===== config.mk =====
export PLATFORM = sky130hd
export DESIGN_NAME = vectored_irq_ctrl
export DESIGN_NICKNAME = d
export VERILOG_FILES = /design/src/rtl/pvic_pkg.sv /design/src/rtl/pvic_edge_cap.sv /design/src/rtl/pvic_pick.sv /design/src/rtl/vectored_irq_ctrl.sv
export SDC_FILE = /design/constraint.sdc
export NUM_CORES = 1
export LEC_CHECK = 0
export BUFFER_PORTS_ARGS = -buffer_cell sky130_fd_sc_hd__buf_2
export CAP_MARGIN = 20
export CORE_UTILIZATION = 36
export DETAILED_ROUTE_END_ITERATION = 8
export GPL_ROUTABILITY_DRIVEN = 0
export PLACE_DENSITY = 0.73
export SLEW_MARGIN = 0
export SYNTH_ARGS = -nofsm -noshare
export SYNTH_HDL_FRONTEND = slang
export SYNTH_SLANG_ARGS = --single-unit
export TNS_END_PERCENT = 20

===== constraint.sdc =====
create_clock -name clk -period 1.09 [get_ports clk]
set_clock_uncertainty 0.1 [all_clocks]
set_input_delay 0.218 -clock clk [delete_from_list [all_inputs] [get_ports clk]]
set_output_delay 0.218 -clock clk [all_outputs]
set_load 0.005 [all_outputs]

===== src/rtl/pvic_pkg.sv =====
// Shared constants and helpers for the vectored interrupt controller.
// Source index order encodes priority: a higher index wins.
package pvic_pkg;
    localparam int NSRC  = 5;
    localparam int VEC_W = 16;
    localparam int CFG_W = 8;

    localparam int SRC_GEN  = 0;
    localparam int SRC_LO   = 1;
    localparam int SRC_MID  = 2;
    localparam int SRC_HI   = 3;
    localparam int SRC_TRAP = 4;

    localparam logic [VEC_W-1:0] VEC_TRAP = 16'h0024;
    localparam logic [VEC_W-1:0] VEC_HI   = 16'h003C;
    localparam logic [VEC_W-1:0] VEC_MID  = 16'h0034;
    localparam logic [VEC_W-1:0] VEC_LO   = 16'h002C;

    // Restart address for a one-hot grant; zero for the general request or none.
    function automatic logic [VEC_W-1:0] vec_of(input logic [NSRC-1:0] gnt);
        logic [VEC_W-1:0] v;
        v = '0;
        if (gnt[SRC_TRAP]) v = VEC_TRAP;
        if (gnt[SRC_HI])   v = VEC_HI;
        if (gnt[SRC_MID])  v = VEC_MID;
        if (gnt[SRC_LO])   v = VEC_LO;
        return v;
    endfunction
endpackage


===== src/rtl/pvic_edge_cap.sv =====
// Rising-edge capture for one request line.
// LEVEL_QUAL=1: the capture is dropped whenever the line is low, and pending
//               needs the line still high (edge-and-level qualification).
// LEVEL_QUAL=0: the capture is sticky until cleared (pure edge latch).
// Assumes the line is already synchronous to clk. A new rising edge wins over clr.
module pvic_edge_cap #(
    parameter bit LEVEL_QUAL = 1'b0
) (
    input  logic clk,
    input  logic rst_n,
    input  logic line,
    input  logic clr,
    output logic pend
);
    logic prev_q;
    logic cap_q;
    logic rise;

    assign rise = line & ~prev_q;

    // Remember the previous line level for edge detection.
    always_ff @(posedge clk) begin
        if (!rst_n) prev_q <= 1'b0;
        else        prev_q <= line;
    end

    generate
        if (LEVEL_QUAL) begin : g_qual
            // Arm on a rising edge, disarm on clear or when the line falls.
            always_ff @(posedge clk) begin
                if (!rst_n) cap_q <= 1'b0;
                else        cap_q <= (rise | (cap_q & ~clr)) & line;
            end
            assign pend = cap_q & line;
        end else begin : g_sticky
            // Latch a rising edge until cleared.
            always_ff @(posedge clk) begin
                if (!rst_n) cap_q <= 1'b0;
                else        cap_q <= rise | (cap_q & ~clr);
            end
            assign pend = cap_q;
        end
    endgenerate
endmodule


===== src/rtl/pvic_pick.sv =====
// Fixed-priority selector: returns a one-hot grant of the highest set request.
// Purely combinational; higher index means higher priority.
module pvic_pick #(
    parameter int N = 5
) (
    input  logic [N-1:0] req,
    output logic [N-1:0] gnt
);
    // Scan upward so the last (highest) set request overrides lower ones.
    always_comb begin
        gnt = '0;
        for (int i = 0; i < N; i++) begin
            if (req[i]) gnt = '0 | (N'(1) << i);
        end
    end
endmodule


===== src/rtl/vectored_irq_ctrl.sv =====
// Vectored interrupt controller top.
// Qualifies five sources with masks and a global enable, picks the highest
// on the core's sample clock, and registers a one-cycle accept or acknowledge.
// Assumes all request lines and sample_pt are synchronous to clk.
module vectored_irq_ctrl
    import pvic_pkg::*;
(
    input  logic             clk,
    input  logic             rst_n,
    input  logic             nmi_line,
    input  logic             hi_line,
    input  logic             mid_line,
    input  logic             lo_line,
    input  logic             ext_req,
    input  logic             sample_pt,
    input  logic             cfg_wr,
    input  logic [CFG_W-1:0] cfg_wdata,
    output logic [CFG_W-1:0] cfg_rdata,
    output logic             take,
    output logic [VEC_W-1:0] take_vec,
    output logic             ext_ack
);
    localparam int NMASK = 3;

    logic [NMASK-1:0] mask_q;
    logic             ien_q;
    logic             trap_pend;
    logic             hi_pend;
    logic [NSRC-1:0]  req;
    logic [NSRC-1:0]  gnt;
    logic             fire;
    logic             hi_clr;
    logic             take_q;
    logic             ack_q;
    logic [VEC_W-1:0] vec_q;

    assign fire   = sample_pt & (|gnt);
    assign hi_clr = (fire & gnt[SRC_HI]) | (cfg_wr & cfg_wdata[4]);

    pvic_edge_cap #(.LEVEL_QUAL(1'b1)) u_trap_cap (
        .clk(clk), .rst_n(rst_n), .line(nmi_line),
        .clr(fire & gnt[SRC_TRAP]), .pend(trap_pend)
    );

    pvic_edge_cap #(.LEVEL_QUAL(1'b0)) u_hi_cap (
        .clk(clk), .rst_n(rst_n), .line(hi_line),
        .clr(hi_clr), .pend(hi_pend)
    );

    // Qualify each source with its mask and the global enable.
    always_comb begin
        req           = '0;
        req[SRC_TRAP] = trap_pend;
        req[SRC_HI]   = hi_pend  & ~mask_q[2] & ien_q;
        req[SRC_MID]  = mid_line & ~mask_q[1] & ien_q;
        req[SRC_LO]   = lo_line  & ~mask_q[0] & ien_q;
        req[SRC_GEN]  = ext_req  & ien_q;
    end

    pvic_pick #(.N(NSRC)) u_pick (.req(req), .gnt(gnt));

    // Mask register: loaded only when the apply bit is set; all masked on reset.
    always_ff @(posedge clk) begin
        if (!rst_n)                     mask_q <= '1;
        else if (cfg_wr && cfg_wdata[3]) mask_q <= cfg_wdata[NMASK-1:0];
    end

    // Global enable: acceptance clears it ahead of any software write.
    always_ff @(posedge clk) begin
        if (!rst_n)                      ien_q <= 1'b0;
        else if (fire)                   ien_q <= 1'b0;
        else if (cfg_wr && cfg_wdata[6]) ien_q <= cfg_wdata[5];
    end

    // Register the outcome so take/ext_ack are clean one-cycle pulses.
    always_ff @(posedge clk) begin
        if (!rst_n) begin
            take_q <= 1'b0;
            ack_q  <= 1'b0;
            vec_q  <= '0;
        end else begin
            take_q <= fire & ~gnt[SRC_GEN];
            ack_q  <= fire &  gnt[SRC_GEN];
            vec_q  <= fire ? vec_of(gnt) : '0;
        end
    end

    assign take      = take_q;
    assign ext_ack   = ack_q;
    assign take_vec  = vec_q;
    assign cfg_rdata = {trap_pend, hi_pend, mid_line, lo_line, ien_q, mask_q};

    AST_SINGLE_OUTCOME: assert property (@(posedge clk) disable iff (!rst_n)
        !(take && ext_ack));
    AST_PULSE_AFTER_SAMPLE: assert property (@(posedge clk) disable iff (!rst_n)
        (take || ext_ack) |-> $past(sample_pt));
    AST_ENABLE_DROPS: assert property (@(posedge clk) disable iff (!rst_n)
        (take || ext_ack) |-> !ien_q);
    AST_HI_MASK_HONOURED: assert property (@(posedge clk) disable iff (!rst_n)
        (take && take_vec == VEC_HI) |-> $past(!mask_q[2] && ien_q));
    AST_TRAP_STILL_HIGH: assert property (@(posedge clk) disable iff (!rst_n)
        (take && take_vec == VEC_TRAP) |-> $past(nmi_line));
endmodule


==> results.md, run 1 <==
* Area contributors post-synth: dfxtp_1 39%, buf_4 20%, nand3_1 6.1%
* Area delta synth->final at 28.79%
* DRT iter0 DRCs at 2
* Row Count at 15
* Hold Crit Start: hi_line
* Post-synthesis sequential area ratio at 0.3939
* First-pass GRT wire length at 1.904 mm
* Mapped cell area at around 660 sq um
* Most frequent cells in the layout: 27 x buf_2, 12 x conb_1, 9 x nand2_1
* CTS root buffer: clkbuf_4
* Fin Setup TNS at -0.07771 ns
* FF+latch area at 270.3 sq um
* FF+latch count, synth at 13
* Multi-input logic area at 297.8 sq um
* Initial antenna violation count at 0
* TritonCTS clock tree: built
* Die H at 44.84 um
* Final worst setup slack at -0.04192 ns
* Crit Path Category: register to primary output
* Met1 WL at 491 um
* Power per Cell Area at 1127 nW/um^2
* Remaining Overflow, GRT at 0
* CTS Buf Count at 3
* CP startpoint kind: register
* IO buf count at 29
* Failing checks: setup timing
* Drt pass-1 iters at 3
* Final count of pins violating max slew at 0
* Diode count at 0
* Share of the synthesized area in the top cell type at 0.3939
* HP Class: input port to register
* # DRC at 0
* Drt wl/cell at 9.169 um
* Final hold viol count at 0
* Syn. warnings at 0
* Max VDD drop at 0.4739 mV
* GR Util All Layers at 0.1348
* Reg2reg end: u_hi_cap.pend
* Max clock buf depth at 2
* Dpl hpwl at 944.2 um
* Clk slew on worst S/H paths at roughly 0.070 ns
* Max-cap violations at 0
* Cell taking the most area after synthesis: dfxtp_1
* Core area at about 1700 sq um
* Top-Level Pins at 43
* Worst setup EP type: primary output
* H-tree levels at 1
* Power Internal at 0.0007231 W
* Sw power at 0.0002358 W
* Synthesized area per cell at 9.050 sq um
* Filler Cell Count at 192
* Commonest non-fill, non-tap cell in the layout: buf_2
* Hold path endpoint: u_hi_cap.prev_q
* Power after layout at roughly 0.00096 W
* Worst Path Required at between 0.7 and 0.8 ns
* Vias in the first global route at 491
* Nets at 123
* Die width at 44.84 um
* Met3 Routed Length at ~110 um
* Routed WL at 1.192 mm
* Clock power frac at 0.301
* Initial core utilization at 0.3826
* RR Startpoint: u_trap_cap.cap_q
* Die area at 2010 sq um
* Share of layout cells above drive strength 1 at 0.5238
* Final ANT Viol Nets at 0
* Syn Inst Count at 73
* Period utilization at 1.038
* Switching portion of total power at 0.2459
* Sequential fraction of design power at 0.535
* Shortest period the worst path allows at about 1.1 ns
* R2r setup slk at 0.02 ns
* LEAKAGE at roughly 0.42 nW
* Post-synth cell types at 26
* Largest net degree at the start of global routing at 10
* Clock Latency Late Sink at 0.27 ns
* Setup repair after global routing missed its margin: yes
* Via Count at 548
* Hold path cells at 3
* Clock sinks at 13
* CP max FO at 2
* DP Worst Slack at -0.02896 ns
* Met2 routed WL at 580 um
* Combinational share of power at 0.164
* Worst path arrival time at 0.81 ns
* R2r worst-path depth at 5
* Top Metal Used: met4
* Maximum operating frequency at 0.8835 GHz
* Status: finished, violations left
* Final setup fails at 2
* Vias per cell at between 4 and 5
state kept, by name, indices dropped and copies added (netlist names):
| register | count |
|---|---|
| ext_ack | 1 |
| ien_q | 1 |
| mask_q | 3 |
| take | 1 |
| take_vec | 3 |
| u_hi_cap.pend | 1 |
| u_hi_cap.prev_q | 1 |
| u_trap_cap.cap_q | 1 |
| u_trap_cap.prev_q | 1 |
synthesized netlist by cell type, drive strengths merged:
cell and n:
nor3 2, a21boi 1, a31oi 2, o2111ai 1
nand3 10, nor3b 2, nand2b 1, nor2 1
inv 2, and2 1, buf 19, nand2 10
nor2b 2, mux2 1, o21ai 2, nand3b 1
a21oi 1, dfxtp 13, conb 1
through the flow:
stage,area [sq um],utilization,cells,hold slack (ns)
floorplan,701.9,-,84,0.2048
global placement,760.7,0.4406,122,0.2888
detailed placement,760.7,0.4406,122,0.3052
CTS,845.8,0.4899,130,0.04724
global route,850.8,0.4928,130,0.07437
finish,850.8,0.4928,130,0.06218
power by group through the flow:
| stage | clock [W] | sequential (W) | combinational [W] |
|---|---|---|---|
| 3_3_place_gp | 0 | 0.000522 | 0.000134 |
| 4_1_cts | 0.000302 | 0.000512 | 0.000157 |
| 3_5_place_dp | 0 | 0.000523 | 0.000136 |
| 6_report | 0.000289 | 0.000513 | 0.000157 |
| 5_1_grt | 0.000319 | 0.000516 | 0.000177 |
| 2_1_floorplan | 0 | 0.000522 | 0.000112 |
kinds of logic after synthesis:
group                  share of synthesized area
DFF                                       0.3939
buffers and inverters                     0.2235
AOI/OAI and AO/OA                        0.08333
muxes                                    0.02272
and+or+nand+nor                           0.2708
other                                   0.005676
per-layer routing:
layer | GRT usage | vias up
li1 | - | 278
met1 | 0.1411 | 237
met2 | 0.2324 | 31
met3 | 0.02800 | 2
met4 | 0.1091 | 0
met5 | 0 | -
how the worst max path moves through the flow:
| stage | start | to | slack, ns | cells after the start |
|---|---|---|---|---|
| floorplan | mask_q[2] | ext_ack | 0.06 | 4 |
| global placement | ien_q | u_hi_cap.pend | -0.003 | 3 |
| detailed placement | ien_q | u_hi_cap.pend | -0.03 | 3 |
| CTS | u_trap_cap.cap_q | cfg_rdata[7] | -0.05 | 3 |
| global route | u_trap_cap.cap_q | cfg_rdata[7] | -0.08 | 3 |
| finish | mask_q[2] | cfg_rdata[2] | -0.04 | 2 |
area by class of cell:
cell class / count / share of cell area
inverter: 2 / 0.008824
tap: 25 / 0.03676
clock buffer: 4 / 0.03088
timing repair buffer: 36 / 0.2559
sequential: 13 / 0.3176
multi-input combinational: 50 / 0.3500
critical path, cell delays in order, from the launching register on:
cell	delay (ns)
dfxtp_2	0.33
buf_6	0.11
buf_6	0.10
what timing repair did:
action | 4_1_cts | 5_1_grt
gates cloned | 0 | 0
buffers inserted | 4 | 0
endpoints found under the setup margin | 6 | 8
pin swaps | 2 | 2
hold buffers | 0 | 0
resized for setup | 11 | 2
No activity file was read; power rests on OpenSTA's default activity.
==> run 2, diff against run 1 <==
--- a/config.mk
+++ b/config.mk
@@ -7,6 +7,7 @@
 export LEC_CHECK = 0
 export BUFFER_PORTS_ARGS = -buffer_cell sky130_fd_sc_hd__buf_2
 export CAP_MARGIN = 20
+export CORE_MARGIN = 2
 export CORE_UTILIZATION = 36
 export DETAILED_ROUTE_END_ITERATION = 8
 export GPL_ROUTABILITY_DRIVEN = 0
==> run 2 against run 1 <==
Compared with the run above: the run still ends with setup timing left; via count increased by 2.6%; sequential share of layout area down 1.6 points; design area is 5.3% higher; critical path depth stayed put.
==> results.md, run 2 (synthesized netlist as in run 1, its figures left out) <==
* Status: finished, violations left
* Failing checks: setup timing
* HP Class: input port to register
* DP Area at between 700 and 800 sq um
* Die area at 2194 sq um
* Initial antenna violation count at 0
* Post-route cell area at 895.9 sq um
* Power after layout at 0.0009860 W
* DP Worst Slack at -0.01395 ns
* Max-cap violations at 0
* Drt wl/cell at 10.18 um
* Clk slew on worst S/H paths at 0.08 ns
* Family with the most delay on the worst path: flip-flops
* Shortest period the worst path allows at 1.156 ns
* Largest net degree at the start of global routing at 10
* Die width at between 40 and 50 um
* First-pass GRT wire length at 1.842 mm
* TritonCTS clock tree: built
* Area delta synth->final at 35.61%
* Diode count at 0
* Period utilization at 1.060
* DRT iter0 DRCs at 10
* Clock Latency Late Sink at 0.27 ns
* Core area at 1727 sq um
* Remaining Overflow, GRT at 0
* Max VDD drop at 0.4322 mV
* CTS Buf Count at 3
* LEAKAGE at 0.4388 nW
* IO buf count at 29
* Hold path cells at 3
* GR Util All Layers at 0.1213
* Top-Level Pins at 43
* Non-filler cells, final at 131
* CP startpoint kind: register
* Worst path arrival time at around 0.84 ns
* # DRC at 0
* Final hold viol count at 0
* Share of layout cells above drive strength 1 at 0.5472
* Initial core utilization at 0.3826
* CTS root buffer: clkbuf_4
* Maximum operating frequency at 0.8652 GHz
* Vias in the first global route at 472
* Worst Path Required at between 0.7 and 0.8 ns
* Final ANT Viol Nets at 0
* Die H at 46.84 um
* CP bufs+invs at 2
* Placed Instances at 124
* Critical Path Stages at 2
* Crit Path Category: register to primary output
* Via Count at approximately 560
* Worst setup EP type: primary output
* Vias per cell at approximately 4.3
* CP max FO at 3
* Power per Cell Area at 1101 nW/um^2
* Max clock buf depth at 2
* Final setup fails at 6
* Clock sinks at 13
* Final count of pins violating max slew at 0
* R2r worst-path depth at 5
* Critical path's largest stage delay at 0.35 ns
* Commonest non-fill, non-tap cell in the layout: buf_2
* Drt pass-1 iters at 4
* Row Count at 15
* Worst-path cell chain: buf_6 -> buf_6
* H-tree levels at 1
* Cell mode on critical path: buf_6
* CP max-delay cell: dfxtp_4
* R2r setup slk at -0.02 ns
* Routed WL at 1.333 mm
* Nets at 124
* Final worst setup slack at -0.06577 ns
* Setup repair after global routing missed its margin: yes
* Dpl hpwl at 979 um
* Most frequent cells in the layout: 25 x buf_2, 12 x conb_1, 9 x nand2_1
* Fin Setup TNS at -0.2408 ns
[run 2: repair_timing]
item / in CTS / in global routing
pin swaps: 2 / 3
endpoints found under the setup margin: 8 / 11
resized for setup: 14 / 6
hold buffers: 0 / 0
setup buffers: 3 / 0
[run 2: cell type report]
type / instances / area [sq um]
inverter: 2 / 7.507
clock buffer: 4 / 26.28
tap: 25 / 31.28
timing repair buffer: 37 / 245.2
multi-input combinational: 50 / 315.3
sequential: 13 / 270.3
fill: 174 / 830.8
[run 2: path summary, 6_finish.rpt]
check / startpoint / endpoint
setup / recovery: ien_q / cfg_rdata[3]
hold reg to reg: u_trap_cap.prev_q / u_trap_cap.cap_q
hold / removal: hi_line / u_hi_cap.prev_q
setup reg to reg: mask_q[2] / ien_q
[run 2: report_power, final]
group	internal, W	switching [W]
sequential	0.000497	0.0000134
clock	0.000142	0.000155
combinational	0.0000952	0.0000833
[run 2: stage by stage]
step | utilization | hold slack, ns
finish | 0.5188 | 0.05483
global route | 0.5188 | 0.07742
CTS | 0.5007 | 0.03980
detailed placement | 0.4493 | 0.2976
global placement | 0.4493 | 0.2885
floorplan | - | 0.2048
[run 2: tightest hold or removal path, stage by stage]
cell	delay [ns]
buf_2	0.07
nand2_1	0.06
inv_1	0.05
[run 2: per-layer routing]
layer | up-vias | share of wire | global-route usage
li1 | 280 | - | -
met2 | 33 | 0.51 | 0.2082
met4 | 0 | 0.0068 | 0.1000
met3 | 2 | 0.092 | 0.02692
met1 | 247 | 0.39 | 0.1247
met5 | - | 0 | 0
